$ cat config.mk
export PLATFORM = sky130hd
export DESIGN_NAME = pll_div_core
export DESIGN_NICKNAME = d
export VERILOG_FILES = /design/src/rtl/pll_div_pkg.sv /design/src/rtl/pll_div_regs.sv /design/src/rtl/pll_div_decode.sv /design/src/rtl/pll_mod_counter.sv /design/src/rtl/pll_div_core.sv
export SDC_FILE = /design/constraint.sdc
export NUM_CORES = 1
export LEC_CHECK = 0
export ABC_AREA = 1
export BUFFER_PORTS_ARGS = -buffer_cell sky130_fd_sc_hd__buf_4
export CORE_MARGIN = 2
export CORE_UTILIZATION = 45
export CTS_BUF_LIST = sky130_fd_sc_hd__clkbuf_4 sky130_fd_sc_hd__clkbuf_8 sky130_fd_sc_hd__clkbuf_16
export DETAILED_ROUTE_END_ITERATION = 8
export GPL_TIMING_DRIVEN = 0
export PLACE_DENSITY_LB_ADDON = 0.3
export SYNTH_ARGS = -nofsm -noshare
export SYNTH_HDL_FRONTEND = slang
export SYNTH_HIERARCHICAL = 1
export SYNTH_SLANG_ARGS = --single-unit
$ cat constraint.sdc
create_clock -name clk_i -period 2.4 [get_ports clk_i]
set_input_delay 0.24 -clock clk_i [delete_from_list [all_inputs] [get_ports clk_i]]
set_output_delay 0.24 -clock clk_i [all_outputs]
set_load 0.01 [all_outputs]
$ cat src/rtl/pll_div_pkg.sv
package pll_div_pkg;
  localparam int unsigned REG_W  = 8;
  localparam int unsigned Q_W    = 7;
  localparam int unsigned PB_W   = 10;
  localparam int unsigned PUMP_W = 3;
  localparam int unsigned REF_W  = Q_W + 1;
  localparam int unsigned FB_W   = PB_W + 2;
  localparam int unsigned FB_MIN = 16;
  localparam int unsigned FB_MAX = 1023;
  localparam logic [2:0]  CTL_FIXED = 3'b110;
  localparam logic [PUMP_W-1:0] PUMP_MAX = 3'd4;

  typedef enum logic [1:0] {
    SEL_CTL = 2'd0,
    SEL_PBL = 2'd1,
    SEL_PQ  = 2'd2,
    SEL_NONE = 2'd3
  } reg_sel_e;

  // pump code demanded by a feedback total inside FB_MIN..FB_MAX
  function automatic logic [PUMP_W-1:0] pump_need(input logic [FB_W-1:0] tot);
    if (tot <= FB_W'(44))       return 3'd0;
    else if (tot <= FB_W'(479)) return 3'd1;
    else if (tot <= FB_W'(639)) return 3'd2;
    else if (tot <= FB_W'(799)) return 3'd3;
    else                        return 3'd4;
  endfunction
endpackage

$ cat src/rtl/pll_div_regs.sv
module pll_div_regs
  import pll_div_pkg::*;
#(
  parameter logic [PB_W-1:0]   RST_PB   = 10'd4,
  parameter logic              RST_PO   = 1'b0,
  parameter logic [Q_W-1:0]    RST_Q    = 7'd0,
  parameter logic [PUMP_W-1:0] RST_PUMP = 3'd0
) (
  input  logic             clk_i,
  input  logic             rst_ni,
  input  logic             wr_en_i,
  input  logic [1:0]       wr_sel_i,
  input  logic [REG_W-1:0] wr_data_i,
  input  logic [1:0]       rd_sel_i,
  output logic [REG_W-1:0] rd_data_o,
  output logic [PB_W-1:0]  pb_o,
  output logic             po_o,
  output logic [Q_W-1:0]   q_o,
  output logic [PUMP_W-1:0] pump_o
);
  localparam int unsigned CTL_W = PUMP_W + PB_W - REG_W;

  logic [CTL_W-1:0] ctl_q;
  logic [REG_W-1:0] pbl_q;
  logic [REG_W-1:0] pq_q;

  always_ff @(posedge clk_i or negedge rst_ni) begin
    if (!rst_ni) begin
      ctl_q <= {RST_PUMP, RST_PB[PB_W-1:REG_W]};
      pbl_q <= RST_PB[REG_W-1:0];
      pq_q  <= {RST_PO, RST_Q};
    end else if (wr_en_i) begin
      unique case (reg_sel_e'(wr_sel_i))
        SEL_CTL: ctl_q <= wr_data_i[CTL_W-1:0];
        SEL_PBL: pbl_q <= wr_data_i;
        SEL_PQ:  pq_q  <= wr_data_i;
        default: ;
      endcase
    end
  end

  always_comb begin
    unique case (reg_sel_e'(rd_sel_i))
      SEL_CTL: rd_data_o = {CTL_FIXED, ctl_q};
      SEL_PBL: rd_data_o = pbl_q;
      SEL_PQ:  rd_data_o = pq_q;
      default: rd_data_o = '0;
    endcase
  end

  assign pb_o   = {ctl_q[PB_W-REG_W-1:0], pbl_q};
  assign pump_o = ctl_q[CTL_W-1:PB_W-REG_W];
  assign po_o   = pq_q[REG_W-1];
  assign q_o    = pq_q[Q_W-1:0];
endmodule

$ cat src/rtl/pll_div_decode.sv
module pll_div_decode
  import pll_div_pkg::*;
(
  input  logic [PB_W-1:0]   pb_i,
  input  logic              po_i,
  input  logic [Q_W-1:0]    q_i,
  input  logic [PUMP_W-1:0] pump_i,
  output logic [REF_W-1:0]  ref_n_o,
  output logic [FB_W-1:0]   fb_n_o,
  output logic              err_o
);
  logic [PB_W:0] pb_ofs;
  logic          out_of_range;

  assign ref_n_o = {1'b0, q_i} + REF_W'(2);
  assign pb_ofs  = {1'b0, pb_i} + (PB_W+1)'(4);
  assign fb_n_o  = {pb_ofs, po_i};

  assign out_of_range = (fb_n_o < FB_W'(FB_MIN)) || (fb_n_o > FB_W'(FB_MAX));
  assign err_o = out_of_range || (pump_i > PUMP_MAX) || (pump_i != pump_need(fb_n_o));
endmodule

$ cat src/rtl/pll_mod_counter.sv
module pll_mod_counter #(
  parameter int unsigned W = 8
) (
  input  logic         clk_i,
  input  logic         rst_ni,
  input  logic         tick_i,
  input  logic [W-1:0] ratio_i,
  output logic         pulse_o
);
  logic [W-1:0] cnt_q;
  logic         at_tc;

  assign at_tc = (cnt_q == '0);

  // ratio sampled only at terminal count: no runt period
  always_ff @(posedge clk_i or negedge rst_ni) begin
    if (!rst_ni) begin
      cnt_q   <= '0;
      pulse_o <= 1'b0;
    end else begin
      pulse_o <= tick_i && at_tc;
      if (tick_i) cnt_q <= at_tc ? ratio_i - W'(1) : cnt_q - W'(1);
    end
  end
endmodule

$ cat src/rtl/pll_div_core.sv
module pll_div_core
  import pll_div_pkg::*;
#(
  parameter logic [9:0] RST_PB   = 10'd4,
  parameter logic       RST_PO   = 1'b0,
  parameter logic [6:0] RST_Q    = 7'd0,
  parameter logic [2:0] RST_PUMP = 3'd0
) (
  input  logic       clk_i,
  input  logic       rst_ni,
  input  logic       wr_en_i,
  input  logic [1:0] wr_sel_i,
  input  logic [7:0] wr_data_i,
  input  logic [1:0] rd_sel_i,
  output logic [7:0] rd_data_o,
  input  logic       ref_tick_i,
  input  logic       fb_tick_i,
  output logic       ref_pulse_o,
  output logic       fb_pulse_o,
  output logic       err_o
);
  logic [PB_W-1:0]   pb;
  logic              po;
  logic [Q_W-1:0]    q;
  logic [PUMP_W-1:0] pump;
  logic [REF_W-1:0]  ref_n;
  logic [FB_W-1:0]   fb_n;

  pll_div_regs #(
    .RST_PB(RST_PB), .RST_PO(RST_PO), .RST_Q(RST_Q), .RST_PUMP(RST_PUMP)
  ) u_regs (
    .clk_i, .rst_ni, .wr_en_i, .wr_sel_i, .wr_data_i, .rd_sel_i, .rd_data_o,
    .pb_o(pb), .po_o(po), .q_o(q), .pump_o(pump)
  );

  pll_div_decode u_dec (
    .pb_i(pb), .po_i(po), .q_i(q), .pump_i(pump),
    .ref_n_o(ref_n), .fb_n_o(fb_n), .err_o
  );

  pll_mod_counter #(.W(REF_W)) u_ref_div (
    .clk_i, .rst_ni, .tick_i(ref_tick_i), .ratio_i(ref_n), .pulse_o(ref_pulse_o)
  );

  pll_mod_counter #(.W(FB_W)) u_fb_div (
    .clk_i, .rst_ni, .tick_i(fb_tick_i), .ratio_i(fb_n), .pulse_o(fb_pulse_o)
  );
endmodule

Word-level counts from Yosys, hierarchy flattened
Index checks and enable logic that the tools add are counted.
{"block": "op_classes", "addsub": 6, "n_lt_le_gt_ge": 7, "eq_ne": 5, "mux": 7, "n_reduce_logical": 12}
{"cell": "$le 12x10->1 const B", "n": 2}
{"cell": "$pmux 8 s3", "n": 1}
{"cell": "$sub 12x1->12 const B", "n": 2}
{"cell": "$sub 8x1->8 const B", "n": 2}
{"cell": "$gt 12x10->1 const B", "n": 1}
{"cell": "$le 12x6->1 const B", "n": 1}
{"cell": "$le 12x9->1 const B", "n": 1}
{"cell": "$logic_not 12->1", "n": 1}
{"cell": "$lt 12x5->1 const B", "n": 1}
{"cell": "$mux 12", "n": 1}
{"cell": "$mux 3", "n": 4}
{"cell": "$add 10x3->11 const B", "n": 1}
{"cell": "$add 7x2->8 const B", "n": 1}
{"cell": "$logic_not 8->1", "n": 1}
{"cell": "$mux 8", "n": 1}
{"cell": "$reduce_and 2->1", "n": 3}
{"cell": "$eq 2x1->1 const B", "n": 2}
{"cell": "$eq 2x2->1 const B", "n": 2}
{"cell": "$logic_not 2->1", "n": 2}
{"cell": "$gt 3x3->1 const B", "n": 1}
{"cell": "$logic_or 1x1->1", "n": 3}
{"cell": "$ne 3x3->1", "n": 1}
{"cell": "$logic_and 1x1->1", "n": 2}
{"block": "totals", "reg_bits": 43, "input_bits": 17, "output_inout_bits": 11, "elab_cells": 44}

Logic depth before layout (Yosys ltp)
{"block": "logic_depth", "word_depth": 8, "depth_mapped": 15, "ltp_nobuf": 15}

Cells and area by module
Netlist, hierarchy kept.
{"mod": "pll_div_regs", "instances": 1, "cells_each": 128, "area_each_um2": 1027.2, "seq_area_each_um2": 526.8}
{"mod": "pll_mod_counter (u_fb_div)", "instances": 1, "cells_each": 147, "area_each_um2": 973.4, "seq_area_each_um2": 325.3}
{"mod": "pll_div_decode", "instances": 1, "cells_each": 122, "area_each_um2": 596.8, "seq_area_each_um2": 0.0}
{"mod": "pll_mod_counter (u_ref_div)", "instances": 1, "cells_each": 82, "area_each_um2": 591.8, "seq_area_each_um2": 225.2}

Least setup slack after synthesis
Ideal clock, no wire load.
{"block": "synth_timing", "kind": "flip-flop to output port", "startpoint": "reg u_regs.pbl_q[2]", "endpoint": "out err_o", "t_arrival_ns": 1.630, "t_required_ns": 2.160, "slack_ns": 0.530, "stages_incl_launch_ff": 14, "n_path_buf": 0, "cell_sequence": "dfstp_2 ha_1 nor2_1 nand2_1 nor2_1 nand3_1 nor2_1 nand2_1 nand2_1 inv_1 nand3_1 nand2_1 nor2_1 nand2_1"}
{"block": "synth_between", "elab_chain_cells": 8, "word_cells_on_any_way": 15, "classes_between": "add/sub: 1; order compare: 6; eq/ne: 1; mux: 4; reduce/logical: 3"}
{"item": "start: declaration", "line_no": "pll_div_regs.sv:24", "rtl": "logic [REG_W-1:0] pbl_q;"}
{"item": "start signal: assignment", "line_no": "pll_div_regs.sv:30", "rtl": "pbl_q <= RST_PB[REG_W-1:0];"}
{"item": "start signal: assignment", "line_no": "pll_div_regs.sv:35", "rtl": "SEL_PBL: pbl_q <= wr_data_i;"}
{"item": "$add 10x3->11 *", "line_no": "pll_div_decode.sv:16", "rtl": "assign pb_ofs = {1'b0, pb_i} + (PB_W+1)'(4);"}
{"item": "via fb_n[4]", "line_no": "pll_div_core.sv:27", "rtl": "logic [FB_W-1:0] fb_n;"}
{"item": "$le 12x10->1", "line_no": "pll_div_pkg.sv:25", "rtl": "else if (tot <= FB_W'(799)) return 3'd3;"}
{"item": "$mux 3", "line_no": "pll_div_pkg.sv:25"}
{"item": "$mux 3", "line_no": "pll_div_pkg.sv:24", "rtl": "else if (tot <= FB_W'(639)) return 3'd2;"}
{"item": "$mux 3", "line_no": "pll_div_pkg.sv:23", "rtl": "else if (tot <= FB_W'(479)) return 3'd1;"}
{"item": "$mux 3", "line_no": "pll_div_pkg.sv:22", "rtl": "if (tot <= FB_W'(44)) return 3'd0;"}
{"item": "$ne 3x3->1", "line_no": "pll_div_decode.sv:20", "rtl": "assign err_o = out_of_range || (pump_i > PUMP_MAX) || (pump_i != pump_need(fb_n_o));"}
{"item": "$logic_or 1x1->1 *", "line_no": "pll_div_decode.sv:20"}
{"item": "end: declaration", "line_no": "pll_div_core.sv:20", "rtl": "output logic err_o"}
Mark *: on every way through the listed nets, which the timed path passes. The rest lies on a longest branch.

Worst setup path after layout
{"block": "layout_timing", "startpoint": "reg u_regs.pbl_q[2]", "endpoint": "out err_o"}
{"block": "layout_between", "elab_chain_cells": 8, "word_cells_on_any_way": 15, "classes_between": "add/sub: 1; order compare: 6; eq/ne: 1; mux: 4; reduce/logical: 3"}
{"item": "$add 10x3->11 *", "line_no": "pll_div_decode.sv:16"}
{"item": "$le 12x10->1", "line_no": "pll_div_pkg.sv:25"}
{"item": "$mux 3", "line_no": "pll_div_pkg.sv:25"}
{"item": "$mux 3", "line_no": "pll_div_pkg.sv:24"}
{"item": "$mux 3", "line_no": "pll_div_pkg.sv:23"}
{"item": "$mux 3", "line_no": "pll_div_pkg.sv:22"}
{"item": "$ne 3x3->1", "line_no": "pll_div_decode.sv:20"}
{"item": "$logic_or 1x1->1 *", "line_no": "pll_div_decode.sv:20"}
Mark *: on every way between the ends. The rest lies on a longest branch, timed or not.

==> flow_summary.yaml <==
status:
  outcome: "complete, but fails checks"
  violations_in_the_final_reports: "setup timing"
run:
  max_cap_violations: 0
grt:
  grt_first_pass_wirelength_um: 12900
  antenna_found_initial: 0
  grt_pass1_vias: 2855
  grt.total_usage: 0.210
  globalRouteOverflowTotal: 0
  grt_max_degree: 44
cells_and_area:
  antenna_cells: 0
  fin_cells: 614
  n_fill_cell: 677
  final_area_um2: 3780
  finalNetCount: 538
  share_of_post_route_cells_with_drive_strength_above_1: 0.251
  area.growth.synth_to_final_pct: 18.5
placement:
  place.detailed.instances: 600
  gp_routability_congestion: 0.960
  place.detailed.hpwl_um: 5730
  place_area_um2: 3500
  portBuffers: 25
timing:
  grt_setup_unrepaired: "yes"
  min_setup_slack_post_route_ns: -0.0578
  finalClockSkew_ns: 0.00670
  worst-slew-pin-transition_ns: 0.555
  final_hold_viol_count: 0
  fmax_mhz: 407
  final.hold.worst_slack_ns: 0.173
  finalMaxSlewViolations: 0
  period_share: 1.02
  timing.max_slew.rel_slack: 0.630
  finalCriticalPeriod_ns: 2.46
  setup_viol: 1
die:
  core-area_um2: 6830
  chipHeight_um: 88.2
  floorplan.io_pins: 28
  start_util: 0.467
  die_area_um2: 7780
  placement_rows: 30
  fp.dieW_um: 88.2
clock_network:
  clkLatencyLatePin_ns: 0.30
  htree_levels: 2
  clk_path_buf_depth: 2
  tritoncts_clock_tree: "built"
  cts_root_buffer: "clkbuf_8"
  clock_sinks: 43
  clkTransAtPathRegs_ns: 0.09
  cts_inserted_buffers: 5
drt:
  routed_via_density: 5.06
  drt_first_iter_violations: 246
  detailedRoute.firstPassIterationCount: 4
  ant_nets: 0
  routed_wire_length_per_instance_um: 12.6
  dr_total_vias: 3108
  drc: 0
  totalWireLength_um: 7750
yosys:
  synth_async_sr_flop_share: 1.00
  flops_latches_synth: 43
  synth_warnings: 6
  combinational_family_with_the_most_area_after_synthesis: "simple AND/OR/NAND/NOR gates"
  syn_inst: 479
  synth_nets: 500
  xor_and_xnor_fraction_of_the_mapped_netlist_area: 0.0192
  post_synth_instance_area_um2: 3190
  synth.yosys.seq_area_share: 0.338
  synth_cell_types: 34
  yosys-mux-area-fraction: 0
  ys_dominant_reg_cell: "dfrtp_1"
  synth-compound-area-share: 0.0553
  yosys.area_share.simple: 0.471
  synth_fa_ha_area_frac: 0.0157
  synth_enable_flop_cells: 0
  syn_avg_cell_area_um2: 6.66
critical_path:
  max_stage_delay_ns: 0.60
  timing.critical_path.cells: "ha_4 > nand3_4 > nor2_4 > nand2_2 > nand2_2 > nand2_2 > nor2_1 > nand2_1 > nand2_1 > inv_2 > nand3_2 > nand2_1 > nor2_1 > nand2_1 > buf_6"
  req_time_crit_path_ns: 2.16
  crit_path_end_kind: "output port"
  critPathLaunchType: "flip-flop"
  critical_path.n_buffers_inverters: 2
  worst-path-max-fanout: 4
  worst_ep_arrival_time_ns: 2.22
  criticalPathCategory: "flip-flop to output port"
  critical_path.slowest_cell: "dfstp_2"
  crit_top_cell: "nand2_1"
  critPathTopFamily: "simple AND/OR/NAND/NOR gates"
min_path:
  min-delay-path-class: "primary input to flip-flop"
pwr:
  leakagePower_nw: 1.95
  cellPowerDensity_nw_per_um2: 801
  worst_ir_drop_vdd_v: 0.000356
worst reg2reg max path: stages (launching register included):
cell and delay, ns:
dfstp_2 0.60, ha_4 0.17, nand2_1 0.09, nand2_2 0.13, inv_2 0.06, buf_4 0.13, nand3_1 0.10, nand2_1 0.10
nor2_1 0.21, nand2_1 0.10, nor2_2 0.15, nand2_1 0.09, xnor2_1 0.12
worst paths after layout:
kind / depth (start not counted) / to / slack (ns) / startpoint
worst max-delay path: 15 / err_o / -0.06 / u_regs/pbl_q[2]
worst min-delay path: 2 / u_ref_div/cnt_q[2] / 0.17 / ref_tick_i
worst max register to register: 12 / u_fb_div/cnt_q[7] / 0.25 / u_regs/pbl_q[2]
worst min register to register: 2 / u_fb_div/cnt_q[8] / 0.52 / u_fb_div/cnt_q[8]
max in group asynchronous: 2 / u_regs/pbl_q[6] / 1.53 / rst_ni
min in group asynchronous: 2 / u_ref_div/cnt_q[3] / 0.47 / rst_ni
routing by layer:
metal | part of all wire | GRT usage
met1 | 0.49 | 0.287
met5 | 0 | 0
met3 | 0.032 | 0.0311
met2 | 0.47 | 0.349
met4 | 0.014 | 0.0523
area by class of cell:
class / count / area, µm² / area share
clock buffer: 5 / 68.8 / 0.0182
timing repair buffer: 31 / 239 / 0.0632
clock inverter: 3 / 47.5 / 0.0126
tap: 96 / 120 / 0.0318
inverter: 61 / 229 / 0.0606
buffer: 14 / 93.8 / 0.0248
multi-input combinational: 361 / 1900 / 0.502
sequential: 43 / 1080 / 0.286
registers in the layout, indices dropped and copies added (netlist names):
signal and count:
u_regs/ctl_q 5, u_regs/pq_q 8, u_regs/pbl_q 8, u_fb_div/pulse_o 1, u_ref_div/pulse_o 1, u_fb_div/cnt_q 12
u_ref_div/cnt_q 8
stage by stage:
stage               setup TNS (ns)  worst slack, ns  total power, mW   util
floorplan                        0            0.530             2.04      -
global placement                 0            0.264             2.31  0.512
detailed placement               0            0.223             2.34  0.512
CTS                              0          0.00260             2.98  0.537
global route                -0.222           -0.222             3.29  0.553
finish                     -0.0578          -0.0578             3.03  0.553
layout by cell type, fill, tap and decap left out, types with 3 or more instances in the layout:
| cell type | n |
|---|---|
| nand2_1 | 149 |
| inv_1 | 48 |
| nand3_1 | 48 |
| dfrtp_1 | 38 |
| buf_4 | 34 |
| nor2_1 | 33 |
| nand2_2 | 27 |
| nand4_1 | 21 |
| o21ai_0 | 12 |
| nor2_2 | 11 |
| inv_2 | 10 |
| nand3_2 | 10 |
| a21oi_1 | 7 |
| buf_2 | 6 |
| clkbuf_8 | 5 |
| nor3_1 | 5 |
| nor2_4 | 5 |
| o21ai_1 | 5 |
| xor2_1 | 4 |
| dfrtp_2 | 4 |
| buf_6 | 3 |
| nand3b_1 | 3 |
| nand3_4 | 3 |
| ha_1 | 3 |
| xnor2_1 | 3 |
| clkinv_1 | 3 |
cells in the mapped netlist (4+ instances only):
cell / number / area share
nand3_1: 52 / 0.082
ha_1: 4 / 0.016
xor2_1: 4 / 0.011
nor3_1: 5 / 0.0078
nand3_2: 8 / 0.025
inv_1: 53 / 0.062
nor2_2: 11 / 0.022
nor2_1: 35 / 0.041
nand2_1: 158 / 0.19
inv_2: 5 / 0.0059
buf_2: 6 / 0.0094
buf_4: 5 / 0.012
o21ai_0: 12 / 0.019
nand2_2: 20 / 0.039
o21ai_1: 5 / 0.0078
nand4_1: 21 / 0.041
dfrtp_1: 42 / 0.33
a21oi_1: 7 / 0.011
what timing repair did:
action                                 4_1_cts  5_1_grt
endpoints found under the hold margin       42        0
buffers inserted                             2        3
setup endpoints to repair                    1        1
cloned                                       0        0
resized for setup                            7       27
pin swaps                                    2       15
hold buffers                                 1        0
power by group:
| group | switching [mW] | leakage [nW] | internal [mW] |
|---|---|---|---|
| Sequential | 0.178 | 0.525 | 0.916 |
| Clock | 0.281 | 0.0587 | 0.316 |
| Combinational | 0.823 | 1.37 | 0.513 |
| Total | 1.28 | 1.95 | 1.74 |
kinds of logic (layout without fill, tap and decap cells):
family | after synthesis | after routing
AND/OR/NAND/NOR | 319 | 319
XOR/XNOR | 7 | 7
adder cells (fa/ha/maj) | 4 | 4
flip-flops | 43 | 43
buffers and inverters | 75 | 114
AO/OA/AOI/OAI | 31 | 31
Power figures use the tool's default switching activity.
